## src/rtl/pwmeas_pkg.sv

```systemverilog
package pwmeas_pkg;
  typedef enum logic {
    FMT_SIGNED = 1'b0,
    FMT_MAG    = 1'b1
  } fmt_e;
endpackage

```

## src/rtl/pwmeas_edge.sv

```systemverilog
module pwmeas_edge (
  input  logic clk,
  input  logic rst_n,
  input  logic gate_i,
  output logic rise_o,
  output logic fall_o,
  output logic active_o
);
  logic gate_q;

  always_ff @(posedge clk or negedge rst_n) begin
    if (!rst_n) gate_q <= 1'b0;
    else        gate_q <= gate_i;
  end

  assign rise_o   =  gate_i & ~gate_q;
  assign fall_o   = ~gate_i &  gate_q;
  assign active_o =  gate_i &  gate_q;
endmodule

```

## src/rtl/pwmeas_ctx.sv

```systemverilog
module pwmeas_ctx
  import pwmeas_pkg::*;
#(
  parameter int SRC_W = 2
) (
  input  logic             clk,
  input  logic             rst_n,
  input  logic             capture_i,
  input  logic             unipolar_i,
  input  logic             polarity_i,
  input  logic [SRC_W-1:0] src_i,
  output fmt_e             fmt_o,
  output logic             sign_o,
  output logic [SRC_W-1:0] src_o
);
  always_ff @(posedge clk or negedge rst_n) begin
    if (!rst_n) begin
      fmt_o  <= FMT_SIGNED;
      sign_o <= 1'b0;
      src_o  <= '0;
    end else if (capture_i) begin
      fmt_o  <= unipolar_i ? FMT_MAG : FMT_SIGNED;
      sign_o <= polarity_i;
      src_o  <= src_i;
    end
  end
endmodule

```

## src/rtl/pwmeas_counter.sv

```systemverilog
module pwmeas_counter
  import pwmeas_pkg::*;
#(
  parameter int CNT_W = 10
) (
  input  logic             clk,
  input  logic             rst_n,
  input  logic             clear_i,
  input  logic             active_i,
  input  fmt_e             fmt_i,
  input  logic             tick_slow_i,
  input  logic             tick_fast_i,
  output logic [CNT_W-1:0] count_o,
  output logic             cnt_clk_o
);
  localparam logic [CNT_W-1:0] LIM_MAG = {CNT_W{1'b1}};
  localparam logic [CNT_W-1:0] LIM_SGN = {1'b0, {(CNT_W-1){1'b1}}};

  function automatic logic [CNT_W-1:0] sat_limit(input fmt_e f);
    return (f == FMT_MAG) ? LIM_MAG : LIM_SGN;
  endfunction

  function automatic logic [CNT_W-1:0] step(input logic [CNT_W-1:0] c,
                                            input fmt_e f);
    return (c == sat_limit(f)) ? c : c + 1'b1;
  endfunction

  logic tick_sel;
  assign tick_sel  = (fmt_i == FMT_MAG) ? tick_fast_i : tick_slow_i;
  assign cnt_clk_o = active_i & tick_sel;

  always_ff @(posedge clk or negedge rst_n) begin
    if (!rst_n)         count_o <= '0;
    else if (clear_i)   count_o <= '0;
    else if (cnt_clk_o) count_o <= step(count_o, fmt_i);
  end
endmodule

```

## src/rtl/pwmeas_format.sv

```systemverilog
module pwmeas_format
  import pwmeas_pkg::*;
#(
  parameter int OUT_W = 10,
  parameter int SRC_W = 2
) (
  input  logic             clk,
  input  logic             rst_n,
  input  logic             latch_i,
  input  logic [OUT_W-1:0] count_i,
  input  logic             sign_i,
  input  fmt_e             fmt_i,
  input  logic [SRC_W-1:0] src_i,
  output logic [OUT_W-1:0] result_o,
  output logic [SRC_W-1:0] result_src_o,
  output logic             done_o
);
  function automatic logic [OUT_W-1:0] pack_word(input logic [OUT_W-1:0] c,
                                                 input logic s,
                                                 input fmt_e f);
    logic [OUT_W-1:0] w;
    if (f == FMT_MAG) w = s ? '0 : c;
    else              w = {s, c[OUT_W-2:0]};
    return w;
  endfunction

  always_ff @(posedge clk or negedge rst_n) begin
    if (!rst_n) begin
      result_o     <= '0;
      result_src_o <= '0;
      done_o       <= 1'b0;
    end else begin
      done_o <= latch_i;
      if (latch_i) begin
        result_o     <= pack_word(count_i, sign_i, fmt_i);
        result_src_o <= src_i;
      end
    end
  end
endmodule

```

## src/rtl/pulse_width_meter.sv

```systemverilog
module pulse_width_meter
  import pwmeas_pkg::*;
#(
  parameter int OUT_W   = 10,
  parameter int NUM_SRC = 4,
  localparam int SRC_W  = (NUM_SRC > 1) ? $clog2(NUM_SRC) : 1
) (
  input  logic             clk,
  input  logic             rst_n,
  input  logic             gate_i,
  input  logic             polarity_i,
  input  logic [SRC_W-1:0] src_sel_i,
  input  logic             unipolar_i,
  input  logic             tick_slow_i,
  input  logic             tick_fast_i,
  output logic [OUT_W-1:0] result_o,
  output logic [SRC_W-1:0] result_src_o,
  output logic             done_o,
  output logic             count_en_o
);
  logic             gate_rise_w;
  logic             gate_fall_w;
  logic             measuring_w;
  fmt_e             fmt_w;
  logic             sign_w;
  logic [SRC_W-1:0] src_w;
  logic [OUT_W-1:0] count_w;

  pwmeas_edge u_edge (
    .clk      (clk),
    .rst_n    (rst_n),
    .gate_i   (gate_i),
    .rise_o   (gate_rise_w),
    .fall_o   (gate_fall_w),
    .active_o (measuring_w)
  );

  pwmeas_ctx #(.SRC_W(SRC_W)) u_ctx (
    .clk        (clk),
    .rst_n      (rst_n),
    .capture_i  (gate_rise_w),
    .unipolar_i (unipolar_i),
    .polarity_i (polarity_i),
    .src_i      (src_sel_i),
    .fmt_o      (fmt_w),
    .sign_o     (sign_w),
    .src_o      (src_w)
  );

  pwmeas_counter #(.CNT_W(OUT_W)) u_cnt (
    .clk         (clk),
    .rst_n       (rst_n),
    .clear_i     (gate_rise_w),
    .active_i    (measuring_w),
    .fmt_i       (fmt_w),
    .tick_slow_i (tick_slow_i),
    .tick_fast_i (tick_fast_i),
    .count_o     (count_w),
    .cnt_clk_o   (count_en_o)
  );

  pwmeas_format #(.OUT_W(OUT_W), .SRC_W(SRC_W)) u_fmt (
    .clk          (clk),
    .rst_n        (rst_n),
    .latch_i      (gate_fall_w),
    .count_i      (count_w),
    .sign_i       (sign_w),
    .fmt_i        (fmt_w),
    .src_i        (src_w),
    .result_o     (result_o),
    .result_src_o (result_src_o),
    .done_o       (done_o)
  );
endmodule

```

## config.mk

```make
export PLATFORM = sky130hd
export DESIGN_NAME = pulse_width_meter
export DESIGN_NICKNAME = d
export VERILOG_FILES = /design/src/rtl/pwmeas_pkg.sv /design/src/rtl/pwmeas_edge.sv /design/src/rtl/pwmeas_ctx.sv /design/src/rtl/pwmeas_counter.sv /design/src/rtl/pwmeas_format.sv /design/src/rtl/pulse_width_meter.sv
export SDC_FILE = /design/constraint.sdc
export NUM_CORES = 1
export LEC_CHECK = 0
export ABC_AREA = 1
export ABC_CLOCK_PERIOD_IN_PS = 3750
export BUFFER_PORTS_ARGS = -buffer_cell sky130_fd_sc_hd__buf_2
export CAP_MARGIN = 0
export CORE_AREA = 4 4 75 70
export CTS_CLUSTER_DIAMETER = 80
export DETAILED_ROUTE_END_ITERATION = 16
export DIE_AREA = 0 0 79 74
export REMOVE_ABC_BUFFERS = 1
export SLEW_MARGIN = 25
export SYNTH_ARGS = -nofsm -noshare
export SYNTH_HDL_FRONTEND = slang
export SYNTH_SLANG_ARGS = --single-unit
export TNS_END_PERCENT = 20
```

## constraint.sdc

```tcl
create_clock -name clk -period 3.75 [get_ports clk]
set_clock_uncertainty 0.2 [all_clocks]
set_input_delay 0.5625 -clock clk [delete_from_list [all_inputs] [get_ports clk]]
set_output_delay 0.5625 -clock clk [all_outputs]
set_load 0.05 [all_outputs]
```

==> tab_implementation.tex <==
\begin{tabular}{lr}
\hline
Metric & Value \\
\hline
\multicolumn{2}{l}{\textbf{Critical path}} \\
Biggest cell delay along the critical path & roughly 440 ps \\
Kind of cell with the highest combined delay on the critical path & flip-flops \\
Worst Path Max Fanout & 5 \\
Data arrival time of the critical path & between 1000 and 1500 ps \\
Cell-by-cell trace of the critical path & inv\_1 -> nand2\_1 -> a21oi\_2 -> buf\_2 \\
Worst Setup End Kind & output pin \\
Critical path type & flop to output pin \\
Req. time, crit path & between 2000 and 3000 ps \\
Count of buffering cells on the critical path with inverters included & 2 \\
Startpoint type of the worst setup path & flop \\
Slowest cell on crit path & sky130\_fd\_sc\_hd\_\_dfrtp\_1 \\
\multicolumn{2}{l}{\textbf{Yosys}} \\
Share of the yosys chip area belonging to registers & 50.82\% \\
Synth top area share & 50.82\% \\
Post-synth EDFFs & 0 \\
Syn Std Cell Area & 1379 sq um \\
Post-Syn Instances & 162 \\
Number of register bits inferred by synthesis & 28 \\
Yosys top cell by area & sky130\_fd\_sc\_hd\_\_dfrtp\_1 \\
Number of distinct library cells after synthesis & 25 \\
Top area cells in the synthesized netlist & sky130\_fd\_sc\_hd\_\_dfrtp\_1, sky130\_fd\_sc\_hd\_\_nand2\_1, sky130\_fd\_sc\_hd\_\_o21ai\_2 \\
Mean area per synthesized cell & $\sim$8.5 sq um \\
Primary FF master, synth & sky130\_fd\_sc\_hd\_\_dfrtp\_1 \\
Warnings from Yosys & 0 \\
Async set-or-reset flop fraction in the synthesized netlist & 100.0\% \\
\multicolumn{2}{l}{\textbf{Detailed routing}} \\
DRC violations left & 0 \\
Antenna Violating Nets Remaining & 0 \\
Total Routed Length & around 2700 microns \\
Via/cell ratio & roughly 4.3 \\
Number of iterations in the first detailed-routing pass & 4 \\
Initial drt markers & 26 \\
Number of vias after detailed routing & 1064 \\
Routed length per placed instance & between 10 and 15 microns \\
\multicolumn{2}{l}{\textbf{Global routing}} \\
Wire length of the first global-routing pass & roughly 4800 microns \\
Antenna violations before repair & 0 \\
Via count of the first global-routing pass & a little under 1000 \\
Maximum number of pins on one net before global-route repair & 29 \\
Overall routing resource usage & 10.45\% \\
Total congestion overflow after global routing & 0 \\
\multicolumn{2}{l}{\textbf{Power and ir drop}} \\
Power density over cell area & roughly 460 nW/um\^{}2 \\
Pleak & roughly 0.78 nW \\
Power after layout & $\sim$0.00075 W \\
Peak supply drop & around 220 uV \\
\multicolumn{2}{l}{\textbf{Placed design}} \\
RePlAce Congestion & between 0.7 and 0.8 \\
Cells after DPL & between 200 and 250 \\
Placed wire-length estimate after detailed placement & 2040 microns \\
Port Buf Inserts & 22 \\
\multicolumn{2}{l}{\textbf{STA}} \\
Worst relative slew slack & about three fifths \\
RSZ-0062 raised after global routing & false \\
Timing-limited maximum frequency & approximately 0.45 GHz \\
Slew at the pin with the worst max-slew slack & between 600 and 700 ps \\
Tmin final & approximately 2200 ps \\
Final number of max-transition violations & 0 \\
Setup tns final & 0 ps \\
Final hold violation count & 0 \\
Ratio of final minimum period to clock period & roughly three fifths \\
Final-report setup violation count & 0 \\
\multicolumn{2}{l}{\textbf{Outcome}} \\
Result of the run & finished clean \\
\multicolumn{2}{l}{\textbf{Finish}} \\
Number of nets in the finished design & between 150 and 200 \\
Share of cells above drive strength 1 & 27.96\% \\
Number of antenna diodes & 0 \\
Commonest cells after routing, fill and taps aside & sky130\_fd\_sc\_hd\_\_nand2\_1, sky130\_fd\_sc\_hd\_\_dfrtp\_1, sky130\_fd\_sc\_hd\_\_buf\_2, sky130\_fd\_sc\_hd\_\_inv\_1, sky130\_fd\_sc\_hd\_\_o21ai\_0 \\
Final cell count without fillers & approximately 250 \\
Number of inserted filler cells in the final layout & between 400 and 500 \\
Commonest non-fill, non-tap cell in the layout & sky130\_fd\_sc\_hd\_\_nand2\_1 \\
Post-synthesis to final-layout area growth & 17.88\% \\
\multicolumn{2}{l}{\textbf{Clock tree}} \\
Number of post-CTS setup repair buffers & 0 \\
Level count of the clock H-tree & 1 \\
Clock sinks & 28 \\
Number of clock buffers inserted by TritonCTS & 3 \\
TritonCTS clock tree & yes \\
Reg clk slew, reported paths & 100 ps \\
Clk Latency, worst-skew pair & 270 ps \\
Root buffer cell & sky130\_fd\_sc\_hd\_\_clkbuf\_8 \\
Count of instances resized after the clock tree is built & 0 \\
Post-cts hold buffer count & 0 \\
Maximum buffer depth of the clock tree & 2 \\
\multicolumn{2}{l}{\textbf{Floorplan}} \\
Initial Util & a little over 30\% \\
Die Span X & between 70 and 80 microns \\
Ports placed on the boundary & 23 \\
Row cnt & 23 \\
Height of the die & roughly 74 microns \\
Placeable core region & $\sim$4400 sq um \\
Total Die Area & roughly 5800 sq um \\
\multicolumn{2}{l}{\textbf{Job}} \\
Max Cap Violations & 0 \\
\multicolumn{2}{l}{\textbf{Worst hold path}} \\
Worst hold path type & input pin to async pin \\
\hline
\end{tabular}
per-stage QoR:
| stage | utilization (%) | hold slack, ps | area (sq um) | setup WS [ps] |
|---|---|---|---|---|
| after global routing | 36.67 | 134.9 | 1625 | 1427 |
| after floorplan | - | 66.91 | 1366 | 1788 |
| final | 36.67 | 88.11 | 1625 | 1520 |
| after detailed placement | 35.06 | 259.7 | 1554 | 1695 |
| after CTS | 36.67 | 113.8 | 1625 | 1517 |
| after global placement | 35.06 | 251.1 | 1554 | 1734 |
report_power, final:
part / total, W / switching, W / internal [W] / leakage (nW)
Combinational: 0.000162 / 0.000121 / 0.0000408 / 0.370
Clock: 0.000235 / 0.0000919 / 0.000143 / 0.0357
Sequential: 0.000354 / 0.0000210 / 0.000333 / 0.372
Yosys cell counts (all sizes together), types with 2 or more instances:
cell,number
buf,2
nand2,57
a21oi,4
o21ai,24
dfrtp,28
inv,17
nor2,12
nand3,11
flip-flops by register name, indices dropped and copies added (netlist names):
name and cells:
u_fmt.done_o 1, u_ctx.src_o 2, u_edge.gate_q 1, u_fmt.result_src_o 2
u_ctx.fmt_o 1, u_ctx.sign_o 1, u_cnt.count_o 10, u_fmt.result_o 10
cell families after synthesis:
| group | after synthesis | synth area share, % |
|---|---|---|
| buffers and inverters | 20 | 5.807 |
| flip-flops | 28 | 50.82 |
| AND/OR/NAND/NOR | 83 | 27.95 |
| XOR/XNOR | 1 | 0.6353 |
| AO/OA/AOI/OAI | 29 | 13.88 |
| adder cells (fa/ha/maj) | 1 | 0.9073 |
final cells by class:
class                   count  area [sq um]  area share [%]
flip-flops and latches     28         700.7           43.11
multi-input cells         114         598.1           36.80
repair buffers             22         110.1           6.774
well taps                  62         77.57           4.773
inverters                  18         67.56           4.157
clock buffers               3         41.29           2.540
clock inverters             1         30.03           1.848
layer usage:
metal  routed length, microns  part of all wire [%]  track usage [%]
met1                     1406                    52            15.21
met2                     1158                    43            15.42
met4                       36                   1.3            4.008
met5                        0                     0                0
met3                      102                   3.8            2.058
final timing paths:
path                                  startpoint                     to  slack, ps  cells past startpoint
setup / recovery                     u_ctx.fmt_o             count_en_o       1520                      4
hold / removal                             rst_n  u_fmt.result_src_o[0]         90                      1
setup reg to reg                u_cnt.count_o[1]       u_cnt.count_o[8]       2120                      8
hold reg to reg            u_fmt.result_src_o[1]  u_fmt.result_src_o[1]        270                      2
max in group asynchronous                  rst_n       u_cnt.count_o[9]       2860                      1
min in group clk                          gate_i          u_edge.gate_q        250                      1
No activity file was read; power rests on OpenSTA's default activity.
